===== config.mk =====
export PLATFORM = sky130hd
export DESIGN_NAME = spi_burst_seq
export DESIGN_NICKNAME = d
export VERILOG_FILES = /design/src/rtl/spi_seq_pkg.sv /design/src/rtl/spi_seq_fifo.sv /design/src/rtl/spi_seq_engine.sv /design/src/rtl/spi_burst_seq.sv
export SDC_FILE = /design/constraint.sdc
export NUM_CORES = 1
export LEC_CHECK = 0
export BUFFER_PORTS_ARGS = -buffer_cell sky130_fd_sc_hd__buf_2
export CORE_AREA = 2 2 419 213
export CTS_BUF_LIST = sky130_fd_sc_hd__clkbuf_4 sky130_fd_sc_hd__clkbuf_8
export DETAILED_ROUTE_END_ITERATION = 6
export DIE_AREA = 0 0 421 215
export HOLD_SLACK_MARGIN = 0.05
export PLACE_DENSITY_LB_ADDON = 0.2
export SETUP_SLACK_MARGIN = 0.3
export SYNTH_ARGS = -nofsm -noshare
export SYNTH_HDL_FRONTEND = slang
export SYNTH_SLANG_ARGS = --single-unit
export TNS_END_PERCENT = 50

===== constraint.sdc =====
create_clock -name clk_i -period 6.6 [get_ports clk_i]
set_input_delay 0.66 -clock clk_i [delete_from_list [all_inputs] [get_ports clk_i]]
set_output_delay 0.66 -clock clk_i [all_outputs]
set_load 0.02 [all_outputs]

===== src/rtl/spi_seq_pkg.sv =====
package spi_seq_pkg;
  localparam int unsigned NUM_CS  = 4;
  localparam int unsigned SEL_W   = $clog2(NUM_CS);
  localparam int unsigned BURST_W = 12;
  localparam int unsigned BLEN_W  = BURST_W + 1;
  localparam int unsigned RSVD_W  = 32 - 4 - BURST_W - 2 * NUM_CS - SEL_W;

  typedef struct packed {
    logic [RSVD_W-1:0]  rsvd;
    logic [BURST_W-1:0] burst;
    logic [NUM_CS-1:0]  chain;
    logic [SEL_W-1:0]   sel;
    logic [NUM_CS-1:0]  master;
    logic               spare;
    logic               auto_go;
    logic               go;
    logic               en;
  } ctrl_t;

  typedef enum logic [1:0] {
    SQ_IDLE,
    SQ_CHECK,
    SQ_BYTE,
    SQ_PUSH
  } seq_state_e;

  function automatic logic is_master(ctrl_t c);
    return c.master[c.sel];
  endfunction

  function automatic logic is_chain(ctrl_t c);
    return c.master[c.sel] && !c.auto_go && c.chain[c.sel];
  endfunction

  // field + 1, rounded up to whole bytes
  function automatic logic [BLEN_W-1:0] burst_bits(ctrl_t c);
    logic [BLEN_W-1:0] b;
    b = {1'b0, c.burst} + BLEN_W'(1);
    if (b[2:0] != 3'd0) b = {b[BLEN_W-1:3] + 1'b1, 3'b000};
    return b;
  endfunction
endpackage


===== src/rtl/spi_seq_fifo.sv =====
module spi_seq_fifo #(
  parameter int unsigned WIDTH = 32,
  parameter int unsigned DEPTH = 4
) (
  input  logic             clk_i,
  input  logic             rst_ni,
  input  logic             flush_i,
  input  logic             push_i,
  input  logic [WIDTH-1:0] wdata_i,
  input  logic             pop_i,
  output logic [WIDTH-1:0] head_o,
  output logic             empty_o,
  output logic             full_o
);
  localparam int unsigned AW = (DEPTH > 1) ? $clog2(DEPTH) : 1;
  localparam int unsigned CW = $clog2(DEPTH + 1);
  localparam logic [AW-1:0] LAST = AW'(DEPTH - 1);

  logic [WIDTH-1:0] mem_q [DEPTH];
  logic [AW-1:0]    wr_q, rd_q;
  logic [CW-1:0]    cnt_q;

  logic do_push, do_pop;
  assign empty_o = (cnt_q == '0);
  assign full_o  = (cnt_q == CW'(DEPTH));
  assign do_push = push_i && !full_o;
  assign do_pop  = pop_i && !empty_o;
  assign head_o  = mem_q[rd_q];

  always_ff @(posedge clk_i or negedge rst_ni) begin
    if (!rst_ni) begin
      wr_q  <= '0;
      rd_q  <= '0;
      cnt_q <= '0;
    end else if (flush_i) begin
      wr_q  <= '0;
      rd_q  <= '0;
      cnt_q <= '0;
    end else begin
      if (do_push) wr_q <= (wr_q == LAST) ? '0 : wr_q + 1'b1;
      if (do_pop)  rd_q <= (rd_q == LAST) ? '0 : rd_q + 1'b1;
      case ({do_push, do_pop})
        2'b10:   cnt_q <= cnt_q + 1'b1;
        2'b01:   cnt_q <= cnt_q - 1'b1;
        default: cnt_q <= cnt_q;
      endcase
    end
  end

  always_ff @(posedge clk_i) begin
    if (do_push && !flush_i) mem_q[wr_q] <= wdata_i;
  end
endmodule


===== src/rtl/spi_seq_engine.sv =====
module spi_seq_engine
  import spi_seq_pkg::*;
(
  input  logic        clk_i,
  input  logic        rst_ni,
  input  ctrl_t       ctrl_i,
  input  logic        start_i,
  input  logic        abort_i,
  input  logic        tx_empty_i,
  input  logic [31:0] tx_data_i,
  output logic        tx_pop_o,
  input  logic        rx_full_i,
  output logic        rx_push_o,
  output logic [31:0] rx_data_o,
  output logic        ovf_set_o,
  output logic        tc_set_o,
  output logic        go_set_o,
  output logic        go_clr_o,
  output logic        busy_o,
  output logic        spi_req_o,
  output logic [7:0]  spi_tx_byte_o,
  input  logic        spi_done_i,
  input  logic [7:0]  spi_rx_byte_i
);
  seq_state_e        st_q, st_d;
  logic [BLEN_W-1:0] rem_q, rem_d;
  logic [31:0]       sh_q, sh_d;
  logic [31:0]       acc_q, acc_d;
  logic [2:0]        nb_q, nb_d;

  logic              chain;
  logic [BLEN_W-1:0] rem_eff;
  logic [4:0]        word_bits;
  logic [2:0]        word_bytes;
  logic [5:0]        align_sh;

  assign chain      = is_chain(ctrl_i);
  assign rem_eff    = (rem_q == '0) ? burst_bits(ctrl_i) : rem_q;
  assign word_bits  = rem_eff[4:0];
  assign word_bytes = (word_bits == 5'd0) ? 3'd4 : {1'b0, word_bits[4:3]};
  assign align_sh   = {3'd4 - word_bytes, 3'b000};

  assign busy_o        = (st_q != SQ_IDLE);
  assign spi_req_o     = (st_q == SQ_BYTE);
  assign spi_tx_byte_o = sh_q[31:24];
  assign rx_data_o     = acc_q;

  always_comb begin
    st_d      = st_q;
    rem_d     = rem_q;
    sh_d      = sh_q;
    acc_d     = acc_q;
    nb_d      = nb_q;
    tx_pop_o  = 1'b0;
    rx_push_o = 1'b0;
    ovf_set_o = 1'b0;
    tc_set_o  = 1'b0;
    go_set_o  = 1'b0;
    go_clr_o  = 1'b0;
    unique case (st_q)
      SQ_IDLE: if (start_i) st_d = SQ_CHECK;
      SQ_CHECK: begin
        if (tx_empty_i) begin
          tc_set_o = 1'b1;
          go_clr_o = 1'b1;
          st_d     = SQ_IDLE;
        end else begin
          if (rem_q == '0 && chain) go_set_o = 1'b1;
          tx_pop_o = 1'b1;
          rem_d    = rem_eff;
          sh_d     = tx_data_i << align_sh;
          acc_d    = '0;
          nb_d     = word_bytes;
          st_d     = SQ_BYTE;
        end
      end
      SQ_BYTE: begin
        if (spi_done_i) begin
          acc_d = {acc_q[23:0], spi_rx_byte_i};
          sh_d  = {sh_q[23:0], 8'h00};
          rem_d = rem_q - BLEN_W'(8);
          nb_d  = nb_q - 3'd1;
          if (nb_q == 3'd1) st_d = SQ_PUSH;
        end
      end
      SQ_PUSH: begin
        if (rx_full_i) ovf_set_o = 1'b1;
        else           rx_push_o = 1'b1;
        if (rem_q == '0 && !chain) begin
          tc_set_o = 1'b1;
          go_clr_o = tx_empty_i;
          st_d     = SQ_IDLE;
        end else begin
          st_d = SQ_CHECK;
        end
      end
      default: st_d = SQ_IDLE;
    endcase
  end

  always_ff @(posedge clk_i or negedge rst_ni) begin
    if (!rst_ni) begin
      st_q  <= SQ_IDLE;
      rem_q <= '0;
      sh_q  <= '0;
      acc_q <= '0;
      nb_q  <= '0;
    end else if (abort_i) begin
      st_q  <= SQ_IDLE;
      rem_q <= '0;
      nb_q  <= '0;
    end else begin
      st_q  <= st_d;
      rem_q <= rem_d;
      sh_q  <= sh_d;
      acc_q <= acc_d;
      nb_q  <= nb_d;
    end
  end
endmodule


===== src/rtl/spi_burst_seq.sv =====
module spi_burst_seq
  import spi_seq_pkg::*;
#(
  parameter int unsigned TX_DEPTH = 8,
  parameter int unsigned RX_DEPTH = 4
) (
  input  logic              clk_i,
  input  logic              rst_ni,
  input  logic              ctrl_we_i,
  input  logic [31:0]       ctrl_wdata_i,
  output logic [31:0]       ctrl_o,
  input  logic              tx_we_i,
  input  logic [31:0]       tx_wdata_i,
  output logic              tx_empty_o,
  output logic              tx_full_o,
  input  logic              rx_re_i,
  output logic [31:0]       rx_rdata_o,
  output logic              rx_valid_o,
  output logic              rx_full_o,
  input  logic [1:0]        stat_clr_i,
  output logic              rx_ovf_o,
  output logic              xfer_done_o,
  output logic              busy_o,
  output logic              spi_req_o,
  output logic [7:0]        spi_tx_byte_o,
  input  logic              spi_done_i,
  input  logic [7:0]        spi_rx_byte_i,
  output logic [NUM_CS-1:0] cs_no
);
  ctrl_t ctrl_q, wctrl;
  logic  en, soft_rst;
  logic  tx_push, tx_pop, tx_empty, tx_full;
  logic  rx_push, rx_pop, rx_empty, rx_full;
  logic [31:0] tx_head, rx_word;
  logic  ovf_set, tc_set, go_set, go_clr;
  logic  start_tx, start_ctrl, start;
  logic  ovf_q, tc_q;
  logic [NUM_CS-1:0] cs_sel_n, cs_q;

  assign wctrl    = ctrl_t'(ctrl_wdata_i);
  assign en       = ctrl_q.en;
  assign soft_rst = ctrl_we_i && !wctrl.en;

  assign tx_push = tx_we_i && en && !tx_full && !soft_rst;
  assign rx_pop  = rx_re_i && en && !rx_empty;

  assign start_tx   = tx_push && !ctrl_we_i && is_master(ctrl_q) && ctrl_q.auto_go;
  assign start_ctrl = ctrl_we_i && wctrl.en && is_master(wctrl) &&
                      ((wctrl.auto_go && !ctrl_q.auto_go && !tx_empty) ||
                       (wctrl.go && !ctrl_q.go && !wctrl.auto_go));
  assign start      = start_tx || start_ctrl;

  spi_seq_fifo #(.WIDTH(32), .DEPTH(TX_DEPTH)) u_txq (
    .clk_i, .rst_ni,
    .flush_i (soft_rst),
    .push_i  (tx_push),
    .wdata_i (tx_wdata_i),
    .pop_i   (tx_pop),
    .head_o  (tx_head),
    .empty_o (tx_empty),
    .full_o  (tx_full)
  );

  spi_seq_fifo #(.WIDTH(32), .DEPTH(RX_DEPTH)) u_rxq (
    .clk_i, .rst_ni,
    .flush_i (soft_rst),
    .push_i  (rx_push),
    .wdata_i (rx_word),
    .pop_i   (rx_pop),
    .head_o  (rx_rdata_o),
    .empty_o (rx_empty),
    .full_o  (rx_full)
  );

  spi_seq_engine u_eng (
    .clk_i, .rst_ni,
    .ctrl_i        (ctrl_q),
    .start_i       (start),
    .abort_i       (soft_rst),
    .tx_empty_i    (tx_empty),
    .tx_data_i     (tx_head),
    .tx_pop_o      (tx_pop),
    .rx_full_i     (rx_full),
    .rx_push_o     (rx_push),
    .rx_data_o     (rx_word),
    .ovf_set_o     (ovf_set),
    .tc_set_o      (tc_set),
    .go_set_o      (go_set),
    .go_clr_o      (go_clr),
    .busy_o        (busy_o),
    .spi_req_o     (spi_req_o),
    .spi_tx_byte_o (spi_tx_byte_o),
    .spi_done_i    (spi_done_i),
    .spi_rx_byte_i (spi_rx_byte_i)
  );

  always_ff @(posedge clk_i or negedge rst_ni) begin
    if (!rst_ni)          ctrl_q    <= '0;
    else if (ctrl_we_i)   ctrl_q    <= wctrl;
    else if (go_set)      ctrl_q.go <= 1'b1;
    else if (go_clr)      ctrl_q.go <= 1'b0;
  end

  always_ff @(posedge clk_i or negedge rst_ni) begin
    if (!rst_ni) begin
      ovf_q <= 1'b0;
      tc_q  <= 1'b0;
    end else if (soft_rst) begin
      ovf_q <= 1'b0;
      tc_q  <= 1'b0;
    end else begin
      if (ovf_set)                  ovf_q <= 1'b1;
      else if (stat_clr_i[0] && en) ovf_q <= 1'b0;
      if (tc_set)                   tc_q  <= 1'b1;
      else if (stat_clr_i[1] && en) tc_q  <= 1'b0;
    end
  end

  for (genvar c = 0; c < NUM_CS; c++) begin : g_cs
    assign cs_sel_n[c] = (wctrl.sel != SEL_W'(c));
  end

  always_ff @(posedge clk_i or negedge rst_ni) begin
    if (!rst_ni)                                 cs_q <= '1;
    else if (soft_rst)                           cs_q <= '1;
    else if (ctrl_we_i && is_master(wctrl))      cs_q <= cs_sel_n;
  end

  assign ctrl_o      = ctrl_q;
  assign tx_empty_o  = tx_empty;
  assign tx_full_o   = tx_full;
  assign rx_valid_o  = !rx_empty;
  assign rx_full_o   = rx_full;
  assign rx_ovf_o    = ovf_q;
  assign xfer_done_o = tc_q;
  assign cs_no       = cs_q;
endmodule


# Word-level counts from Yosys, hierarchy flattened
# Memories as Yosys holds them, arrays and structs flattened.
# Index checks and enable logic that the tools add are counted.
[word_totals]
reg_bits = 137
inputBits = 80
n_memories = 2
output_inout_bits = 84
ram_bits = 384
[classes]
mux = 75
reduce_logical = 66
magnitude_cmp = 2
bitwise_logic = 1
n_eq_ne = 24
shifts = 1
addsub = 13
[mem_list]
columns = ["memory", "depth", "width", "read_ports", "rd_ports_with_merged_regs", "wr", "line", "source"]
rows = [
  ["u_txq.mem_q", 8, 32, 1, 0, 1, "spi_seq_fifo.sv:19", "logic [WIDTH-1:0] mem_q [DEPTH];"],
  ["u_rxq.mem_q", 4, 32, 1, 0, 1, "spi_seq_fifo.sv:19", ""],
]
[op_table]
columns = ["operator", "count"]
rows = [
  ["$mux 32", 4],
  ["$pmux 32 s2", 2],
  ["$mux 13", 5],
  ["$mux 3", 11],
  ["$shl 32x6->32", 1],
  ["$logic_and 1x1->1", 29],
  ["$mux 1", 29],
  ["$pmux 13 s2", 1],
  ["$mux 2", 11],
  ["$reduce_bool 3->1", 7],
  ["$reduce_bool 2->1", 8],
  ["$add 12x1->13 const B", 1],
  ["$logic_not 13->1", 1],
  ["$sub 13x4->13 const B", 1],
  ["$eq 2x2->1 const B", 6],
  ["$mux 4", 3],
  ["$pmux 3 s2", 2],
  ["$logic_not 1->1", 11],
  ["$add 10x1->10 const B", 1],
  ["$add 3x1->3 const B", 3],
  ["$eq 3x3->1 const B", 3],
  ["$pmux 2 s4", 1],
  ["$pmux 4 s2", 1],
  ["$reduce_and 4->1", 2],
  ["other kinds (23)", 38],
]

# Logic depth before layout (Yosys ltp)
[depth]
depth_word = 11
mapped_depth = 15
mapped_depth_nobuf = 13

# Hierarchy
# From an unflattened synthesis, not the netlist that was laid out.
[hier_totals]
cells_unflattened = 1398
hier_area_um2 = 22361.4
[modules_own_cells]
columns = ["mod", "area_each_um2", "instances", "cells_per_inst"]
rows = [
  ["spi_seq_fifo (u_txq)", 10317.4, 1, 451],
  ["spi_seq_fifo (u_rxq)", 5253.8, 1, 235],
  ["spi_seq_engine", 5167.5, 1, 597],
  ["spi_burst_seq", 1622.8, 1, 115],
]

# Least setup slack after synthesis
# No wires, ideal clock.
[synth_timing]
path_kind = "input -> register"
start = "input ctrl_we_i"
end = "memory u_txq.mem_q[1][0], enable pin"
cell_stages = 7
arrival_ps = 3741
path_buffers = 3
setup_ps = 461
setup_slack_ps = 2398
path_cell_list = "clkbuf_1 nor2b_1 clkbuf_1 clkbuf_1 nor2_1 nand2_1 nor3_1"
[synth_via]
elab_chain_cells = 7
[synth_rtl]
columns = ["element", "line", "source"]
rows = [
  ["start: declaration", "spi_burst_seq.sv:9", "input logic ctrl_we_i,"],
  ["$logic_and 1x1->1 (*)", "spi_burst_seq.sv:42", "assign soft_rst = ctrl_we_i && !wctrl.en;"],
  ["$logic_not 1->1 (*)", "spi_seq_fifo.sv:51, spi_burst_seq.sv:44", ""],
  ["$logic_and 1x1->1", "spi_burst_seq.sv:44", "assign tx_push = tx_we_i && en && !tx_full && !soft_rst;"],
  ["$logic_and 1x1->1", "spi_seq_fifo.sv:26", "assign do_push = push_i && !full_o;"],
  ["$logic_and 1x1->1 (*)", "spi_seq_fifo.sv:51", "if (do_push && !flush_i) mem_q[wr_q] <= wdata_i;"],
  ["$mux 1 (*)", "spi_seq_fifo.sv:51", ""],
  ["$mux 1 (not written as such) (*)", "spi_seq_fifo.sv:51", ""],
  ["end: declaration", "spi_seq_fifo.sv:19", ""],
]
# Mark *: on every way between the ends. The rest lies on a longest branch, timed or not.

# Final worst setup path
[layout_timing]
start = "register ctrl_q, in the netlist ctrl_o[14]"
end = "register u_eng.sh_q[22]"
[layout_via]
elab_chain_cells = 10
[layout_rtl]
columns = ["element", "line", "source"]
rows = [
  ["start: declaration", "spi_burst_seq.sv:30", "ctrl_t ctrl_q, wctrl;"],
  ["start signal: assignment", "spi_burst_seq.sv:99", "else if (ctrl_we_i) ctrl_q <= wctrl;"],
  ["$add 12x1->13 (*)", "spi_seq_pkg.sv:38", "b = {1'b0, c.burst} + BLEN_W'(1);"],
  ["$add 10x1->10 / $reduce_bool 3->1 (equally long branches)", "spi_seq_pkg.sv:39", "if (b[2:0] != 3'd0) b = {b[BLEN_W-1:3] + 1'b1, 3'b000};"],
  ["$mux 13 (*)", "spi_seq_pkg.sv:39", ""],
  ["$mux 13 (*)", "spi_seq_engine.sv:38", "assign rem_eff = (rem_q == '0) ? burst_bits(ctrl_i) : rem_q;"],
  ["$logic_not 5->1", "spi_seq_engine.sv:40", "assign word_bytes = (word_bits == 5'd0) ? 3'd4 : {1'b0, word_bits[4:3]};"],
  ["$mux 3 (*)", "spi_seq_engine.sv:40", ""],
  ["$sub 3x3->3 (*)", "spi_seq_engine.sv:41", "assign align_sh = {3'd4 - word_bytes, 3'b000};"],
  ["$shl 32x6->32 (*)", "spi_seq_engine.sv:71", "sh_d = tx_data_i << align_sh;"],
  ["$mux 32 (*)", "spi_seq_engine.sv:63", "if (tx_empty_i) begin"],
  ["$pmux 32 s2 (*)", "spi_seq_engine.sv:60", "unique case (st_q)"],
  ["end signal: assignment", "spi_seq_engine.sv:105", "sh_q <= '0;"],
  ["end signal: assignment", "spi_seq_engine.sv:115", "sh_q <= sh_d;"],
  ["end: declaration", "spi_seq_engine.sv:27", "logic [31:0] sh_q, sh_d;"],
]
# Mark *: on every way between the ends. The rest lies on a longest branch, timed or not. The select of a mux whose other input is x is not followed.
# A chain may end at the register's enable or synchronous reset.

==> key figures <==
Worst setup path
  – Kind of critical path: reg2reg
  – Worst-case reg-to-reg path depth: 11
  – R2r setup slk: 1850 ps
  – Setup crit end kind: flop
  – Required @ worst endpoint: just over 7000 ps
  – CP Max Fanout: 51
  – CP Launch Type: flop
  – R2R Path End: u_eng.sh_q[22]
  – R2R Path Start: ctrl_o[14]
  – Crit path DAT: 5380 ps

Timing
  – Unrepaired setup endpoints after global routing: no
  – Count of final hold-check violations: 0
  – Max Slew Vio Count: 0
  – Setup violators final: 0
  – Setup_tns: 0 ps
  – Worst slew margin: 0.198
  – Final min period: 4750 ps
  – Skew final: 42.0 ps
  – Highest Clock Rate: 0.211 GHz
  – Slew @ Worst Pin: 1170 ps
  – Period utilisation layout: 0.719

Layout
  – Fin nets: between 1.5k and 2k
  – Highest-count cells in the layout ignoring fill and taps: edfxtp_1, buf_2, dfrtp_1, nand2_1, mux4_2
  – Layout Area Growth over Synthesis: 18.2%
  – Share of layout cells above drive strength 1: 0.305
  – Commonest non-fill, non-tap cell in the layout: edfxtp_1
  – Non-Filler Instances: about 2.8k

Worst hold path
  – Hold EP: ctrl_o[14]
  – Hold WC Path Type: in2reg
  – Hold Path Depth: 3
  – Min-delay src: ctrl_wdata_i[14]

Global routing
  – Grt ovf: 0
  – Initial antenna violation count: 7
  – Layer with the highest usage: met1
  – Global Route met1 Usage: 0.190
  – Total Routing Usage GR: 0.130
  – Global Route met2 Usage: 0.183
  – GRT met3 Usage: 0.0409
  – Largest net degree at the start of global routing: 90
  – First-pass GRT wire length: 87.8 mm
  – Vias in the first global route: 13.1k

Die
  – Die footprint: 0.0905 mm^2
  – DIE HEIGHT: 215 um
  – Core ar.: 0.0872 mm^2
  – Die Wd: between 400 and 500 um
  – IO Count: between 150 and 200
  – Row count: 77
  – Initial Utilization: 0.248

Power
  – Maximum VDD drop: around 0.24 mV
  – Leak Pwr: 9.33 nW
  – PD cells: 413 mW/mm^2

Clock tree
  – Setup bufs post-CTS: 0
  – Clock slew at reported path FFs: 70 ps
  – H-tree depth: 3
  – Root Buffer: clkbuf_8
  – Post-CTS sizing: 0
  – CTS tree: yes
  – Worst-case clock buffer depth: 3
  – Clock Sinks: 521
  – Worst skew pair latency: 720 ps
  – CTS buffer count: 82

Place
  – Post-DP HPWL: 36.8 mm
  – Port-buffer cells: about 160
  – Placed insts: between 2k and 3k
  – GP Congestion: 0.795

Drt
  – Total DRC errors in the routed layout: 0
  – DR vias/cell: 4.55
  – Vias: 12.7k
  – Iter 0 DRT Violations: 909
  – Avg WL per Cell: 21.1 um
  – DRT Pass-1 Iters: 6
  – Antenna-violating nets left: 0
  – Post-Route WL: 58.9 mm

Logic synthesis
  – Flops & latches, synth: 521
  – Most used DFF post-synth: edfxtp_1
  – Post-synth EDFFs: 384
  – Share of flip-flops with an asynchronous set or reset: 0.263
  – Post-Syn Nets: 1462
  – Synth Warn #: 0
  – Avg Inst Size Synth: 16.0 um^2
  – Mapped cell area: 0.0216 mm^2
  – Synth cell types: 67
  – Synth Instances: 1356
  – Sequential share of the synthesized area: 0.692

Status
  – Status: completed

Flow run
  – Max Cap Violations: 0
-- repair_timing --
| action | 4_1_cts | 5_1_grt |
|---|---|---|
| endpoints found under the setup margin | 0 | 0 |
| hold buffers | 1 | 0 |
| hold endpoints to repair | 21 | 0 |
-- cells in the mapped netlist, types with 6 or more instances --
library cell / number / share of area
o22ai_1: 21 / 0.0061
edfxtp_1: 384 / 0.53
nor2_1: 79 / 0.014
buf_4: 9 / 0.0031
a21o_1: 6 / 0.0021
mux2_2: 37 / 0.019
a32o_1: 8 / 0.0037
nor3_1: 13 / 0.0030
clkbuf_1: 60 / 0.010
nand2b_1: 7 / 0.0020
nand2_1: 119 / 0.021
ha_1: 24 / 0.014
nor3b_1: 6 / 0.0021
and2_1: 6 / 0.0017
a22oi_1: 19 / 0.0066
mux4_2: 99 / 0.10
or4_1: 6 / 0.0021
xnor2_1: 14 / 0.0057
nor2b_1: 7 / 0.0020
inv_1: 15 / 0.0026
and3_1: 10 / 0.0029
mux2i_1: 18 / 0.0083
a21oi_1: 51 / 0.012
or3_1: 6 / 0.0017
o31ai_1: 6 / 0.0021
buf_1: 12 / 0.0021
a31oi_1: 6 / 0.0017
nand3_1: 45 / 0.010
o21ai_0: 43 / 0.0099
a222oi_1: 9 / 0.0042
o211ai_1: 10 / 0.0035
nand4_1: 7 / 0.0020
dfrtp_1: 133 / 0.15
-- worst max path at each step --
stage,from,end,slack [ps],cells past startpoint
after detailed placement,ctrl_o[14],u_eng.sh_q[22],1940,11
final,ctrl_o[14],u_eng.sh_q[22],1850,11
after floorplan,ctrl_we_i,u_txq.mem_q[1][0],2400,7
after CTS,ctrl_o[14],u_eng.sh_q[22],1890,11
after global placement,ctrl_o[14],u_eng.sh_q[22],2120,11
after global routing,ctrl_o[14],u_eng.sh_q[26],1350,11
-- kinds of logic (layout without fill, tap and decap cells) --
kind of cell / Yosys count / in the layout / share of synthesized area
XOR/XNOR: 19 / 19 / 0.00833
adder cells (fa/ha/maj): 26 / 26 / 0.0157
buffers and inverters: 104 / 351 / 0.0206
AND/OR/NAND/NOR: 330 / 330 / 0.0721
other: 0 / 2 / 0
AO/OA/AOI/OAI: 202 / 202 / 0.0608
flip-flops: 521 / 521 / 0.692
multiplexers: 154 / 154 / 0.131
-- registers in the layout (all words and copies together), names as in the netlist, 2 cells and up --
register and flops:
u_eng.sh_q 32, u_eng.rem_q 13, u_txq.mem_q 256, u_txq.rd_q 3, u_rxq.rd_q 2, u_rxq.mem_q 128
u_rxq.wr_q 2, u_rxq.cnt_q 3, u_eng.st_q 2, cs_no 4, u_txq.cnt_q 4, ctrl_o 31
u_txq.wr_q 3, u_eng.nb_q 3, u_eng.rx_data_o 32
-- metrics by stage --
stage,util,setup WS [ps],hold WS [ps],total power [W],instance area [um^2]
floorplan,-,2400,364,0.00656,21600
global placement,0.274,2120,470,0.00770,23900
detailed placement,0.274,1940,474,0.00774,23900
CTS,0.293,1890,79.2,0.0107,25600
global route,0.293,1350,109,0.0112,25600
finish,0.293,1850,171,0.0106,25600
-- worst max-delay path: stages, from the launching register on --
cell and delay [ps]:
dfrtp_1 460, ha_1 410, ha_1 430, xnor3_1 440, a21oi_4 160, buf_4 420, ha_1 610, nor2b_1 970
a222oi_1 320, nand2_1 150, o21ai_0 90, o22ai_1 170
-- cell type report --
cell class                      instances  area, um^2
Clock inverter                         26         208
Sequential cell                       521       15000
Multi-Input combinational cell        731        6310
Clock buffer                          117        1490
Timing Repair Buffer                  192        1040
Fill cell                            8743       61600
Tap cell                             1185        1480
Antenna cell                            2        5.00
Inverter                               16        60.1
-- metal layers --
metal  wire length [um]  up-vias
met3               3930      103
met4               1310        6
li1                   -     5668
met5                 34        -
met2              24900      342
met1              28800     6579
-- where the power goes --
| group | internal [W] | total, W | switching, W |
|---|---|---|---|
| Sequential | 0.00381 | 0.00407 | 0.000266 |
| Clock | 0.00153 | 0.00289 | 0.00136 |
| Combinational | 0.00130 | 0.00360 | 0.00230 |
| Total | 0.00664 | 0.0106 | 0.00393 |
Note: power is estimated with default switching activity, not from simulation.
